--- src/rtl/ic_ecc_inval_pkg.sv ---
package ic_ecc_inval_pkg;

    typedef enum logic [0:0] {
        ST_IDLE  = 1'b0,
        ST_INVAL = 1'b1
    } inval_state_e;

endpackage

--- src/rtl/ic_ecc_err_qual.sv ---
module ic_ecc_err_qual #(
    parameter int unsigned WAYS = 2
) (
    input  logic            clk_i,
    input  logic            rst_ni,
    input  logic            lookup_vld_i,
    input  logic [WAYS-1:0] way_err_i,
    output logic            err_any_o,
    output logic [WAYS-1:0] err_ways_o
);

    for (genvar w = 0; w < WAYS; w++) begin : gen_way
        assign err_ways_o[w] = lookup_vld_i & way_err_i[w];
    end

    assign err_any_o = |err_ways_o;

    // nothing qualifies without a lookup in stage two
    assert_idle_quiet_R8: assert property (@(posedge clk_i) disable iff (!rst_ni)
        !lookup_vld_i |-> !err_any_o && (err_ways_o == '0));

endmodule

--- src/rtl/ic_ecc_inval_fsm.sv ---
module ic_ecc_inval_fsm
    import ic_ecc_inval_pkg::*;
#(
    parameter int unsigned WAYS  = 2,
    parameter int unsigned IDX_W = 6
) (
    input  logic             clk_i,
    input  logic             rst_ni,
    input  logic             err_any_i,
    input  logic [WAYS-1:0]  err_ways_i,
    input  logic [IDX_W-1:0] err_index_i,
    output logic             wr_req_o,
    output logic [WAYS-1:0]  wr_ways_o,
    output logic [IDX_W-1:0] wr_index_o,
    output logic             busy_o
);

    inval_state_e st_q, st_d;
    logic [WAYS-1:0]  ways_q;
    logic [IDX_W-1:0] index_q;

    always_ff @(posedge clk_i or negedge rst_ni) begin
        if (!rst_ni) begin
            st_q <= ST_IDLE;
        end else begin
            st_q <= st_d;
        end
    end

    always_ff @(posedge clk_i or negedge rst_ni) begin
        if (!rst_ni) begin
            ways_q  <= '0;
            index_q <= '0;
        end else if (err_any_i) begin
            ways_q  <= err_ways_i;
            index_q <= err_index_i;
        end
    end

    always_comb begin
        st_d = st_q;
        unique case (st_q)
            ST_IDLE:  st_d = err_any_i ? ST_INVAL : ST_IDLE;
            ST_INVAL: st_d = err_any_i ? ST_INVAL : ST_IDLE;
            default:  st_d = ST_IDLE;
        endcase
    end

    always_comb begin
        wr_req_o = 1'b0;
        unique case (st_q)
            ST_IDLE:  wr_req_o = 1'b0;
            ST_INVAL: wr_req_o = 1'b1;
            default:  wr_req_o = 1'b0;
        endcase
    end

    assign busy_o     = wr_req_o;
    assign wr_ways_o  = ways_q;
    assign wr_index_o = index_q;

    assert_write_follows_R4: assert property (@(posedge clk_i) disable iff (!rst_ni)
        err_any_i |=> wr_req_o);

    assert_capture_R3: assert property (@(posedge clk_i) disable iff (!rst_ni)
        err_any_i |=> (wr_ways_o == $past(err_ways_i)) && (wr_index_o == $past(err_index_i)));

    assert_mask_nonzero_R4: assert property (@(posedge clk_i) disable iff (!rst_ni)
        wr_req_o |-> (wr_ways_o != '0));

endmodule

--- src/rtl/ic_tag_wr_arb.sv ---
module ic_tag_wr_arb #(
    parameter int unsigned WAYS  = 2,
    parameter int unsigned IDX_W = 6
) (
    input  logic             clk_i,
    input  logic             rst_ni,
    input  logic             inval_req_i,
    input  logic [WAYS-1:0]  inval_ways_i,
    input  logic [IDX_W-1:0] inval_index_i,
    input  logic             fill_req_i,
    input  logic [WAYS-1:0]  fill_ways_i,
    input  logic [IDX_W-1:0] fill_index_i,
    output logic             fill_gnt_o,
    output logic             tag_wr_o,
    output logic [WAYS-1:0]  tag_wr_ways_o,
    output logic [IDX_W-1:0] tag_wr_index_o,
    output logic             tag_wr_valid_o
);

    always_comb begin
        fill_gnt_o     = 1'b0;
        tag_wr_o       = 1'b0;
        tag_wr_ways_o  = '0;
        tag_wr_index_o = '0;
        tag_wr_valid_o = 1'b0;
        if (inval_req_i) begin
            tag_wr_o       = 1'b1;
            tag_wr_ways_o  = inval_ways_i;
            tag_wr_index_o = inval_index_i;
        end else if (fill_req_i) begin
            fill_gnt_o     = 1'b1;
            tag_wr_o       = 1'b1;
            tag_wr_ways_o  = fill_ways_i;
            tag_wr_index_o = fill_index_i;
            tag_wr_valid_o = 1'b1;
        end
    end

    assert_no_dual_grant_R6: assert property (@(posedge clk_i) disable iff (!rst_ni)
        inval_req_i |-> !fill_gnt_o && !tag_wr_valid_o);

    assert_fill_served_R6: assert property (@(posedge clk_i) disable iff (!rst_ni)
        (fill_req_i && !inval_req_i) |-> fill_gnt_o);

endmodule

--- src/rtl/ic_ecc_inval_ctrl.sv ---
module ic_ecc_inval_ctrl
    import ic_ecc_inval_pkg::*;
#(
    parameter int unsigned WAYS   = 2,
    parameter int unsigned IDX_W  = 6,
    parameter int unsigned DATA_W = 64,
    parameter bit          ECC_EN = 1'b1
) (
    input  logic              clk_i,
    input  logic              rst_ni,
    input  logic              ic0_req_i,
    input  logic [IDX_W-1:0]  ic0_index_i,
    output logic              ic0_gnt_o,
    input  logic [WAYS-1:0]   ic1_tag_hit_i,
    input  logic [WAYS-1:0]   ic1_ecc_err_i,
    input  logic [DATA_W-1:0] ic1_data_i,
    output logic              ic1_hit_o,
    output logic              ic1_miss_o,
    output logic [DATA_W-1:0] ic1_data_o,
    output logic              ecc_err_o,
    output logic              ecc_wr_req_o,
    output logic [WAYS-1:0]   ecc_wr_ways_o,
    output logic [IDX_W-1:0]  ecc_wr_index_o,
    input  logic              fill_req_i,
    input  logic [IDX_W-1:0]  fill_index_i,
    input  logic [WAYS-1:0]   fill_ways_i,
    output logic              fill_gnt_o,
    output logic              tag_wr_o,
    output logic [IDX_W-1:0]  tag_wr_index_o,
    output logic [WAYS-1:0]   tag_wr_ways_o,
    output logic              tag_wr_valid_o
);

    logic             ic1_valid_q;
    logic [IDX_W-1:0] ic1_index_q;
    logic             err_any;
    logic             inval_busy;

    // stage-one acceptance, blocked during an invalidation write
    assign ic0_gnt_o = ic0_req_i & ~inval_busy;

    always_ff @(posedge clk_i or negedge rst_ni) begin
        if (!rst_ni) begin
            ic1_valid_q <= 1'b0;
            ic1_index_q <= '0;
        end else begin
            ic1_valid_q <= ic0_gnt_o;
            if (ic0_gnt_o) begin
                ic1_index_q <= ic0_index_i;
            end
        end
    end

    if (ECC_EN) begin : gen_ecc
        logic [WAYS-1:0] err_ways;

        ic_ecc_err_qual #(
            .WAYS (WAYS)
        ) u_qual (
            .clk_i        (clk_i),
            .rst_ni       (rst_ni),
            .lookup_vld_i (ic1_valid_q),
            .way_err_i    (ic1_ecc_err_i),
            .err_any_o    (err_any),
            .err_ways_o   (err_ways)
        );

        ic_ecc_inval_fsm #(
            .WAYS  (WAYS),
            .IDX_W (IDX_W)
        ) u_fsm (
            .clk_i       (clk_i),
            .rst_ni      (rst_ni),
            .err_any_i   (err_any),
            .err_ways_i  (err_ways),
            .err_index_i (ic1_index_q),
            .wr_req_o    (ecc_wr_req_o),
            .wr_ways_o   (ecc_wr_ways_o),
            .wr_index_o  (ecc_wr_index_o),
            .busy_o      (inval_busy)
        );

        assign ecc_err_o = err_any;
    end else begin : gen_no_ecc
        assign err_any        = 1'b0;
        assign inval_busy     = 1'b0;
        assign ecc_err_o      = 1'b0;
        assign ecc_wr_req_o   = 1'b0;
        assign ecc_wr_ways_o  = '0;
        assign ecc_wr_index_o = '0;
    end

    // hit resolution: any qualified error forces a refetch
    assign ic1_hit_o  = ic1_valid_q & (|ic1_tag_hit_i) & ~err_any;
    assign ic1_miss_o = ic1_valid_q & ~ic1_hit_o;
    assign ic1_data_o = ic1_data_i;

    ic_tag_wr_arb #(
        .WAYS  (WAYS),
        .IDX_W (IDX_W)
    ) u_arb (
        .clk_i          (clk_i),
        .rst_ni         (rst_ni),
        .inval_req_i    (ecc_wr_req_o),
        .inval_ways_i   (ecc_wr_ways_o),
        .inval_index_i  (ecc_wr_index_o),
        .fill_req_i     (fill_req_i),
        .fill_ways_i    (fill_ways_i),
        .fill_index_i   (fill_index_i),
        .fill_gnt_o     (fill_gnt_o),
        .tag_wr_o       (tag_wr_o),
        .tag_wr_ways_o  (tag_wr_ways_o),
        .tag_wr_index_o (tag_wr_index_o),
        .tag_wr_valid_o (tag_wr_valid_o)
    );

    if (ECC_EN) begin : gen_ecc_checks
        assert_hit_cancel_R1: assert property (@(posedge clk_i) disable iff (!rst_ni)
            (ic1_valid_q && (|ic1_ecc_err_i)) |-> !ic1_hit_o && ic1_miss_o);

        assert_lookup_blocked_R5: assert property (@(posedge clk_i) disable iff (!rst_ni)
            ecc_wr_req_o |-> !ic0_gnt_o);

        assert_alert_then_write_R7: assert property (@(posedge clk_i) disable iff (!rst_ni)
            ecc_wr_req_o |-> $past(ecc_err_o));

        assert_inval_on_port_R4: assert property (@(posedge clk_i) disable iff (!rst_ni)
            ecc_wr_req_o |-> tag_wr_o && (tag_wr_ways_o == ecc_wr_ways_o)
                             && (tag_wr_index_o == ecc_wr_index_o));
    end

endmodule

--- config.mk ---
export PLATFORM = sky130hd
export DESIGN_NAME = ic_ecc_inval_ctrl
export DESIGN_NICKNAME = d
export VERILOG_FILES = /design/src/rtl/ic_ecc_inval_pkg.sv /design/src/rtl/ic_ecc_err_qual.sv /design/src/rtl/ic_ecc_inval_fsm.sv /design/src/rtl/ic_tag_wr_arb.sv /design/src/rtl/ic_ecc_inval_ctrl.sv
export SDC_FILE = /design/constraint.sdc
export NUM_CORES = 1
export LEC_CHECK = 0
export BUFFER_PORTS_ARGS = -buffer_cell sky130_fd_sc_hd__buf_2
export CAP_MARGIN = 20
export CORE_AREA = 2 2 68 70
export CTS_BUF_LIST = sky130_fd_sc_hd__clkbuf_2 sky130_fd_sc_hd__clkbuf_4 sky130_fd_sc_hd__clkbuf_8
export DETAILED_ROUTE_END_ITERATION = 8
export DIE_AREA = 0 0 70 72
export GPL_TIMING_DRIVEN = 0
export PLACE_DENSITY = 0.75
export SLEW_MARGIN = 10
export SYNTH_ARGS = -nofsm -noshare
export SYNTH_HDL_FRONTEND = slang
export SYNTH_HIERARCHICAL = 1
export SYNTH_SLANG_ARGS = --single-unit
--- constraint.sdc ---
create_clock -name clk_i -period 2.4 [get_ports clk_i]
set_clock_uncertainty 0.1 [all_clocks]
set_input_delay 0.36 -clock clk_i [delete_from_list [all_inputs] [get_ports clk_i]]
set_output_delay 0.36 -clock clk_i [all_outputs]
set_load 0.05 [all_outputs]
==> results_dict.tcl, run 1 <==
set metrics [dict create \
    outcome "completed" \
    timing.hold.worst.start "ic0_index_i[5]" \
    post_synth_inst_count 122 \
    worst_ep_arrival_time_ns 1.46 \
    timing.hold.worst_path_depth 2 \
    root_buffer "clkbuf_8" \
    synth.area.mux_share_pct 16.2 \
    irDropWorstVdd_v 0.000357 \
    power.static_leakage_nw 1.18 \
    synthToLayoutAreaGrowth_pct 51.0 \
    place.port_buffers 109 \
    globalplace.congestion 0.657 \
    initial_utilization_pct 30.4 \
    fin_cells 287 \
    fp.dieH_um 72 \
    critical_path.slowest_cell "dfrtp_1" \
    worstMarginPinSlew_ns 0.339 \
    antenna_left 0 \
    timing.final.crit_share_pct 80.1 \
    grt_pass1_vias 920 \
    vias 1135 \
    detailedRoute.firstIterationViolations 6 \
    critical_path.most_common_cell "buf_2" \
    placeableCoreArea_mm2 0.00426 \
    post_synth_cell_types 15 \
    synth.cell_area_mm2 0.00130 \
    postLayoutCoreUtil_pct 46.0 \
    slew_headroom_pct 77.4 \
    cp.buffers_inverters 3 \
    standard_cell_rows 24 \
    layout-drive-gt1-share_pct 84.7 \
    synthesis.yosys.warnings 6 \
    routed_wirelength_um 3250 \
    critical_path.cell_chain "buf_4 -> buf_2 -> o21ai_0 -> buf_2" \
    via_per_inst 3.95 \
    critical_path.max_stage_delay_ns 0.41 \
    grt_overflow 0 \
    fin_area_mm2 0.00196 \
    setup.reg_to_reg.worst_slack_ns 1.11 \
    area.sequential_um2 400 \
    cpLargestDelayFamily "buffers and inverters" \
    dpl.cell_count 283 \
    critical_path_peak_fanout 10 \
    fin_setup_tns_ns 0 \
    cts_tree "built" \
    synth_xor_xnor_area_share_pct 0 \
    antenna-diode-count 0 \
    synth-seq-cells 16 \
    synth_area_per_cell_um2 10.6 \
    dp_hpwl_um 2880 \
    boundaryPins 174 \
    synth_compound_gate_area_share_pct 5.98 \
    synth_top_family_by_area "buffers and inverters" \
    grt_start_max_net_pins 17 \
    nFillCells 402 \
    post_cts_resize_count 0 \
    post-route-drc-count 0 \
    multi_input_comb_area_um2 359 \
    postSynthNetCount 208 \
    synthSimpleGateAreaFrac_pct 5.50 \
    timing_max_transition_violations_final 0 \
    reg2reg_depth 3 \
    power-per-cell-area_mw_per_mm2 675 \
    fmax_mhz 520 \
    timing.final.crit_period_ns 1.92 \
    post_drt_wl_per_cell_um 11.3 \
    synth_fa_ha_area_share_pct 0 \
    timing_worst_setup_path_type "reg -> out" \
    grt.total_usage_pct 11.3 \
    firstDrtPassIters 3 \
    finish.net_count 323 \
    grt_antenna_before_repair 0 \
    cts_clk_pin_slew_worst_paths_ns 0.06 \
    regToRegStartpoint "ic1_valid_q$_DFF_PN0_" \
    cts-buffers-inserted 3 \
    worst_r2r_endpoint "gen_ecc.u_fsm/wr_ways_o[1]$_DFFE_PN0P_" \
    hold_viol 0 \
    worstHoldEndpoint "ic1_index_q[5]$_DFFE_PN0P_" \
    htree_num_levels 1 \
    cp_launch_type "flip-flop" \
    setup_repair_after_global_routing_missed_its_margin "no" \
    seq_area_frac_synth_pct 30.9 \
    ctsLongestPathBuffers 2 \
    hold_path.class "in -> reg" \
    wire_length_of_the_first_global_routing_pass_um 4540 \
    worstSetupEndpointType "primary output" \
    die_footprint_mm2 0.00504 \
    clock_sinks 16 \
    final_setup_violations 0 \
    cap_viol_max_count 0 \
    clock_insertion_delay_worst_skew_ns 0.24 \
    critical_path_required_ns 1.94 \
    chipWidth_um 70 \
    placedInstanceArea_mm2 0.00191 \
]
## repair_timing
item                      CTS  global route
buffers inserted            0             0
hold endpoints to repair   16             0
hold buffers                1             0
## how the worst max path moves through the flow
| stage | startpoint | end | slack [ns] | cells after the start |
|---|---|---|---|---|
| 6_report | gen_ecc.u_fsm/st_q$_DFF_PN0_ | tag_wr_ways_o[0] | 0.48 | 4 |
| 5_1_grt | gen_ecc.u_fsm/st_q$_DFF_PN0_ | tag_wr_index_o[4] | 0.40 | 5 |
| 4_1_cts | gen_ecc.u_fsm/st_q$_DFF_PN0_ | tag_wr_ways_o[0] | 0.45 | 4 |
| 3_5_place_dp | ic1_ecc_err_i[0] | ic1_hit_o | 0.72 | 5 |
| 3_3_place_gp | ic1_ecc_err_i[0] | ic1_miss_o | 0.73 | 5 |
| 2_1_floorplan | gen_ecc.u_fsm/st_q$_DFF_PN0_ | tag_wr_index_o[4] | 0.05 | 3 |
## Yosys cell counts (all sizes together)
library cell,count,share of area (%)
buf,70,41
dfrtp,16,31
mux2,14,16
a22o,6,4.1
nand2,4,1.2
and2,3,1.4
nor2b,2,2.1
o21ai,2,0.77
inv,1,0.29
nor2,1,0.29
o21a,1,0.58
o21bai,1,0.58
or2,1,0.48
## flip-flops by register name (all words and copies together) (netlist names)
signal	cells
gen_ecc.u_fsm/wr_index_o	6
ic1_valid_q	1
ic1_index_q	6
gen_ecc.u_fsm/st_q	1
gen_ecc.u_fsm/wr_ways_o	2
## per-stage QoR
step                      hold slack [ns]  setup slack (ns)  power, mW
final                               0.244             0.478       1.32
after detailed placement            0.187             0.717       1.14
after CTS                           0.238             0.446       1.34
after global placement              0.181             0.729       1.13
after global routing                0.240             0.403       1.38
after floorplan                   -0.0356            0.0537      0.987
## per-layer routing
layer / track usage [%] / vias to the layer above / part of all wire (%)
met5: 0 / - / 0
met4: 3.85 / 0 / 0.86
met3: 2.22 / 4 / 9.6
met2: 22.4 / 74 / 58
met1: 11.8 / 504 / 32
li1: - / 553 / -
## cells by family after synthesis
logic type / Yosys count
AO/OA/AOI/OAI: 10
multiplexers: 14
AND/OR/NAND/NOR: 11
buffers and inverters: 71
flip-flops: 16
## worst reg2reg max path, stage by stage (launching register included)
cell and delay (ns):
dfrtp_1 0.38, o21a_1 0.21, buf_6 0.18, mux2_4 0.31
## power breakdown
part / total (mW) / switching (mW) / internal, mW
sequential: 0.363 / 0.0428 / 0.321
clock: 0.190 / 0.0788 / 0.111
combinational: 0.769 / 0.517 / 0.251
## final cells by class
type,count,share of cell area [%]
Clock buffer,3,2.11
Sequential cell,16,20.4
Multi-Input combinational cell,35,18.3
Tap cell,52,3.32
Inverter,1,0.192
Timing Repair Buffer,110,28.4
Buffer,70,27.3
## layout by cell type, fill, tap and decap left out, drive strengths merged, types with 2 or more instances in the layout
cell    synthesis  routed
o21ai           2       2
nor2b           2       2
and2            3       3
clkbuf          0       3
buf            70     179
nand2           4       4
dfrtp          16      16
a22o            6       6
mux2           14      14
(Power assumes the default switching activity.)
==> run 2, diff against run 1 <==
--- a/config.mk
+++ b/config.mk
@@ -7,12 +7,12 @@
 export LEC_CHECK = 0
 export BUFFER_PORTS_ARGS = -buffer_cell sky130_fd_sc_hd__buf_2
 export CAP_MARGIN = 20
-export CORE_AREA = 2 2 68 70
+export CORE_AREA = 2 2 67 69
 export CTS_BUF_LIST = sky130_fd_sc_hd__clkbuf_2 sky130_fd_sc_hd__clkbuf_4 sky130_fd_sc_hd__clkbuf_8
 export DETAILED_ROUTE_END_ITERATION = 8
-export DIE_AREA = 0 0 70 72
+export DIE_AREA = 0 0 69 71
 export GPL_TIMING_DRIVEN = 0
-export PLACE_DENSITY = 0.75
+export PLACE_DENSITY = 0.77
 export SLEW_MARGIN = 10
 export SYNTH_ARGS = -nofsm -noshare
 export SYNTH_HDL_FRONTEND = slang
==> constraint.sdc (replaced) <==
create_clock -name clk_i -period 1.89 [get_ports clk_i]
set_clock_uncertainty 0.1 [all_clocks]
set_input_delay 0.2835 -clock clk_i [delete_from_list [all_inputs] [get_ports clk_i]]
set_output_delay 0.2835 -clock clk_i [all_outputs]
set_load 0.05 [all_outputs]
==> results_dict.tcl, run 2 (same netlist as run 1, synthesis figures left out) <==
set metrics [dict create \
    outcome "completed" \
    standard_cell_rows 24 \
    placement.setup.worst_slack_ns 0.273 \
    timing.final.crit_share_pct 94.3 \
    post_route_worst_hold_slack_ns 0.162 \
    hold_path.class "in -> reg" \
    routed_wirelength_um 3260 \
    grt_overflow 0 \
    antenna-diode-count 0 \
    ctsLongestPathBuffers 2 \
    dpl.cell_count 283 \
    irDropWorstVdd_v 0.000403 \
    internal_power_uw 924 \
    fin_area_mm2 0.00200 \
    via_per_inst 3.85 \
    power.static_leakage_nw 1.19 \
    worstSetupEndpointType "primary output" \
    cts_tree "built" \
    worst_ep_arrival_time_ns 1.40 \
    timing_max_transition_violations_final 0 \
    timing.hold.worst_path_depth 2 \
    hold_viol 0 \
    htree_num_levels 1 \
    fin_setup_tns_ns 0 \
    detail_route.wirelength.met1_um 1080 \
    slew_headroom_pct 77.0 \
    grt_pass1_vias 979 \
    detailroute.wirelength.met3_um 299 \
    placeableCoreArea_mm2 0.00420 \
    nFillCells 408 \
    initial_utilization_pct 30.9 \
    clockPowerShare_pct 17.0 \
    worst_slack_ns 0.108 \
    antenna_left 0 \
    cp_launch_type "flip-flop" \
    firstDrtPassIters 3 \
    cap_viol_max_count 0 \
    layout_common_cells "buf_2 (102), buf_4 (70), dfrtp_1 (16)" \
    worstMarginPinSlew_ns 0.344 \
    timing.hold.worst.start "ic0_index_i[4]" \
    cts-buffers-inserted 3 \
    placedInstanceArea_mm2 0.00191 \
    wl_met2_um 1880 \
    setup_repair_after_global_routing_missed_its_margin "no" \
    boundaryPins 174 \
    p_sw_uw 829 \
    regToRegStartpoint "ic1_valid_q$_DFF_PN0_" \
    vias 1114 \
    grt.total_usage_pct 11.8 \
    setup.reg_to_reg.worst_slack_ns 0.61 \
    switching_share_pct 47.3 \
    worstHoldEndpoint "ic1_index_q[4]$_DFFE_PN0P_" \
    reg2reg_depth 3 \
    timing.final.crit_period_ns 1.78 \
    root_buffer "clkbuf_8" \
    clock_sinks 16 \
    most_common_cell_after_layout_fill_and_taps_aside "buf_2" \
    wire_length_of_the_first_global_routing_pass_um 4620 \
    place.port_buffers 109 \
    grt_antenna_before_repair 0 \
    finish.net_count 324 \
    grt_start_max_net_pins 17 \
    power-per-cell-area_mw_per_mm2 875 \
    critical_path_required_ns 1.51 \
    die_footprint_mm2 0.00490 \
    cts_clk_pin_slew_worst_paths_ns 0.06 \
    layout-drive-gt1-share_pct 85.2 \
    worst_r2r_endpoint "gen_ecc.u_fsm/wr_ways_o[1]$_DFFE_PN0P_" \
    final_setup_violations 0 \
    post-route-drc-count 0 \
    clock_insertion_delay_worst_skew_ns 0.25 \
    critical_path_peak_fanout 10 \
    fmax_mhz 561 \
    pwr-share-seq_pct 26.1 \
    post_drt_wl_per_cell_um 11.3 \
    timing_worst_setup_path_type "reg -> out" \
    dr.max_layer_used "met3" \
    share_comb_of_total_power_pct 56.9 \
    dp_hpwl_um 2860 \
    fin_cells 289 \
    globalplace.congestion 0.643 \
    synthToLayoutAreaGrowth_pct 54.4 \
    detailedRoute.firstIterationViolations 4 \
    fp.dieH_um 71 \
    chipWidth_um 69 \
]
## run 2: cell count changes in the layout (fill, tap and decap cells not counted)
cell and delta:
clkbuf_4 +5, nor2_2 +1, buf_2 -8, clkbuf_8 +1, nor2_1 -1, buf_4 +4
## run 2: per-stage QoR
stage	power, mW	util [%]
6_report	1.75	47.6
2_1_floorplan	1.25	-
3_3_place_gp	1.45	45.4
3_5_place_dp	1.46	45.4
4_1_cts	1.76	47.1
5_1_grt	1.83	47.6
## run 2: worst max-delay path, cell delays in order (launching register included)
cell	delay (ns)
dfrtp_1	0.38
buf_4	0.15
clkbuf_4	0.18
o21ai_0	0.21
buf_4	0.23
## run 2: power by group through the flow
stage	combinational [mW]	clock [mW]	sequential, mW
after floorplan	0.656	0	0.598
after global placement	0.979	0	0.468
after detailed placement	0.987	0	0.469
after CTS	0.991	0.311	0.462
after global routing	1.03	0.328	0.470
final	0.997	0.298	0.457
## run 2: what timing repair did
action                                  4_1_cts  5_1_grt
endpoints found under the setup margin        1        8
endpoints found under the hold margin        16        0
resized for setup                             1        9
buffers inserted                              0        1
hold buffers                                  1        0
## run 2: area by class of cell
class	count	area (um2)	share of cell area (%)
Multi-Input combinational cell	35	362	18.1
Inverter	1	3.75	0.187
Clock buffer	4	55.1	2.75
Sequential cell	16	400	20.0
Buffer	70	537	26.8
Tap cell	52	65.1	3.25
Timing Repair Buffer	111	581	29.0
## run 2: worst max-delay path by stage
| stage | startpoint | endpoint | depth (start not counted) |
|---|---|---|---|
| 2_1_floorplan | gen_ecc.u_fsm/st_q$_DFF_PN0_ | tag_wr_index_o[4] | 3 |
| 3_3_place_gp | gen_ecc.u_fsm/st_q$_DFF_PN0_ | tag_wr_ways_o[0] | 4 |
| 3_5_place_dp | gen_ecc.u_fsm/st_q$_DFF_PN0_ | tag_wr_ways_o[0] | 4 |
| 4_1_cts | gen_ecc.u_fsm/st_q$_DFF_PN0_ | tag_wr_index_o[4] | 4 |
| 5_1_grt | ic1_valid_q$_DFF_PN0_ | ic1_miss_o | 4 |
| 6_report | gen_ecc.u_fsm/st_q$_DFF_PN0_ | tag_wr_ways_o[0] | 4 |
## run 2: per-layer routing
metal	vias to the layer above	global-route usage, %
li1	559	-
met3	0	3.28
met5	-	0
met1	484	12.4
met4	0	3.92
met2	71	22.6
==> run 3, diff against run 2 <==
--- a/config.mk
+++ b/config.mk
@@ -7,12 +7,14 @@
 export LEC_CHECK = 0
 export BUFFER_PORTS_ARGS = -buffer_cell sky130_fd_sc_hd__buf_2
 export CAP_MARGIN = 20
-export CORE_AREA = 2 2 67 69
+export CELL_PAD_IN_SITES_DETAIL_PLACEMENT = 0
+export CELL_PAD_IN_SITES_GLOBAL_PLACEMENT = 1
+export CORE_AREA = 2 2 80 82
 export CTS_BUF_LIST = sky130_fd_sc_hd__clkbuf_2 sky130_fd_sc_hd__clkbuf_4 sky130_fd_sc_hd__clkbuf_8
 export DETAILED_ROUTE_END_ITERATION = 8
-export DIE_AREA = 0 0 69 71
+export DIE_AREA = 0 0 82 84
 export GPL_TIMING_DRIVEN = 0
-export PLACE_DENSITY = 0.77
+export PLACE_DENSITY = 0.83
 export SLEW_MARGIN = 10
 export SYNTH_ARGS = -nofsm -noshare
 export SYNTH_HDL_FRONTEND = slang
==> constraint.sdc (replaced) <==
create_clock -name clk_i -period 2.3 [get_ports clk_i]
set_clock_uncertainty 0.1 [all_clocks]
set_input_delay 0.345 -clock clk_i [delete_from_list [all_inputs] [get_ports clk_i]]
set_output_delay 0.345 -clock clk_i [all_outputs]
set_load 0.05 [all_outputs]
==> results_dict.tcl, run 3 (same netlist as run 1, synthesis figures left out) <==
set metrics [dict create \
    routed_wirelength_um 3210 \
    setup.reg_to_reg.worst_slack_ns 1.00 \
    fin_cells 313 \
    initial_utilization_pct 21.3 \
    post_route_worst_hold_slack_ns 0.226 \
    post_cts_resize_count 0 \
    post-route-drc-count 0 \
    fp.dieH_um 84 \
    critical_path_peak_fanout 8 \
    fmax_mhz 520 \
    root_buffer "clkbuf_8" \
    timing.final.crit_share_pct 83.7 \
    cts_clk_pin_slew_worst_paths_ns 0.06 \
    synthToLayoutAreaGrowth_pct 54.5 \
    htree_num_levels 1 \
    power-per-cell-area_mw_per_mm2 712 \
    detailedRoute.firstIterationViolations 15 \
    dpl.cell_count 308 \
    placeableCoreArea_mm2 0.00610 \
    wl_met2_um 1750 \
    antenna_left 0 \
    crit_start "gen_ecc.u_fsm/st_q$_DFF_PN0_" \
    hold_path.class "in -> reg" \
    clock_sinks 16 \
    final_setup_violations 0 \
    timing_max_transition_violations_final 0 \
    dr.max_layer_used "met3" \
    worst_setup_path_endpoint "tag_wr_index_o[0]" \
    fin_setup_tns_ns 0 \
    die_footprint_mm2 0.00689 \
    regToRegStartpoint "ic1_valid_q$_DFF_PN0_" \
    finish.net_count 323 \
    post_drt_wl_per_cell_um 10.3 \
    grt_antenna_before_repair 0 \
    power.static_leakage_nw 1.19 \
    power_total_mw 1.43 \
    grt.total_usage_pct 8.47 \
    grt_pass1_vias 989 \
    slew_headroom_pct 76.8 \
    most_common_cell_after_layout_fill_and_taps_aside "buf_2" \
    antenna-diode-count 0 \
    globalplace.congestion 0.681 \
    nFillCells 632 \
    cts-buffers-inserted 3 \
    placement.setup.worst_slack_ns 0.621 \
    boundaryPins 174 \
    clock_insertion_delay_worst_skew_ns 0.24 \
    place.port_buffers 109 \
    via_per_inst 3.66 \
    firstDrtPassIters 3 \
    grt_start_max_net_pins 17 \
    wire_length_of_the_first_global_routing_pass_um 4510 \
    hold_fix_buffers_cts 1 \
    detailroute.wirelength.met3_um 373 \
    critical_path_required_ns 1.86 \
    setup_repair_after_global_routing_missed_its_margin "no" \
    outcome "completed" \
    ctsLongestPathBuffers 2 \
    layout_common_cells "buf_2 (110), buf_4 (66), dfrtp_1 (16)" \
    irDropWorstVdd_v 0.000402 \
    cap_viol_max_count 0 \
    worstMarginPinSlew_ns 0.349 \
    standard_cell_rows 29 \
    cp_launch_type "flip-flop" \
    grt_overflow 0 \
    hold_viol 0 \
    worstSetupEndpointType "primary output" \
    cts_tree "built" \
    timing.final.crit_period_ns 1.92 \
    reg2reg_depth 3 \
    worst_slack_ns 0.375 \
    worst_r2r_endpoint "gen_ecc.u_fsm/wr_index_o[0]$_DFFE_PN0P_" \
    dp_hpwl_um 2880 \
    postCtsSetupRepairBufs 0 \
    detail_route.wirelength.met1_um 1090 \
    chipWidth_um 82 \
    timing_worst_setup_path_type "reg -> out" \
    worst_ep_arrival_time_ns 1.48 \
    layout-drive-gt1-share_pct 84.7 \
    vias 1145 \
]
==> run 3: power by group <==
group	switching [mW]	total, mW	internal [mW]	leakage, nW
sequential	0.0482	0.382	0.334	0.192
clock	0.0921	0.244	0.152	0.0288
combinational	0.539	0.802	0.262	0.964
total	0.679	1.43	0.748	1.19
==> run 3: per-stage QoR <==
step / cell area, um2 / util, %
after floorplan: 1300 / -
after global placement: 1940 / 31.8
after detailed placement: 1940 / 31.8
after CTS: 2000 / 32.9
after global routing: 2000 / 32.9
final: 2000 / 32.9
==> run 3: layer usage <==
metal	GRT usage, %	vias up
li1	-	556
met1	8.93	503
met2	16.8	86
met3	1.41	0
met4	1.82	0
met5	0	-
==> run 3: area by class of cell <==
class | count | area, um2 | area share (%)
plain buffers | 70 | 534 | 26.7
clock buffers | 4 | 55.1 | 2.75
inverters | 1 | 3.75 | 0.187
multi-input cells | 35 | 359 | 17.9
flip-flops and latches | 16 | 400 | 20.0
well taps | 77 | 96.3 | 4.81
repair buffers | 110 | 556 | 27.7
==> run 3: how the worst min path moves through the flow <==
stage,start,endpoint,slack [ns],depth (start not counted)
global route,ic0_index_i[5],ic1_index_q[5]$_DFFE_PN0P_,0.22,2
detailed placement,rst_ni,gen_ecc.u_fsm/wr_index_o[2]$_DFFE_PN0P_,0.18,1
floorplan,rst_ni,gen_ecc.u_fsm/st_q$_DFF_PN0_,-0.05,0
global placement,rst_ni,gen_ecc.u_fsm/wr_index_o[1]$_DFFE_PN0P_,0.17,1
CTS,ic0_index_i[3],ic1_index_q[3]$_DFFE_PN0P_,0.22,2
finish,ic0_index_i[3],ic1_index_q[3]$_DFFE_PN0P_,0.23,2
==> run 3: worst max-delay path: stages, from the launching register on <==
cell	delay, ns
dfrtp_1	0.43
buf_4	0.17
nor2b_4	0.10
buf_6	0.14
a22o_1	0.13
buf_2	0.27
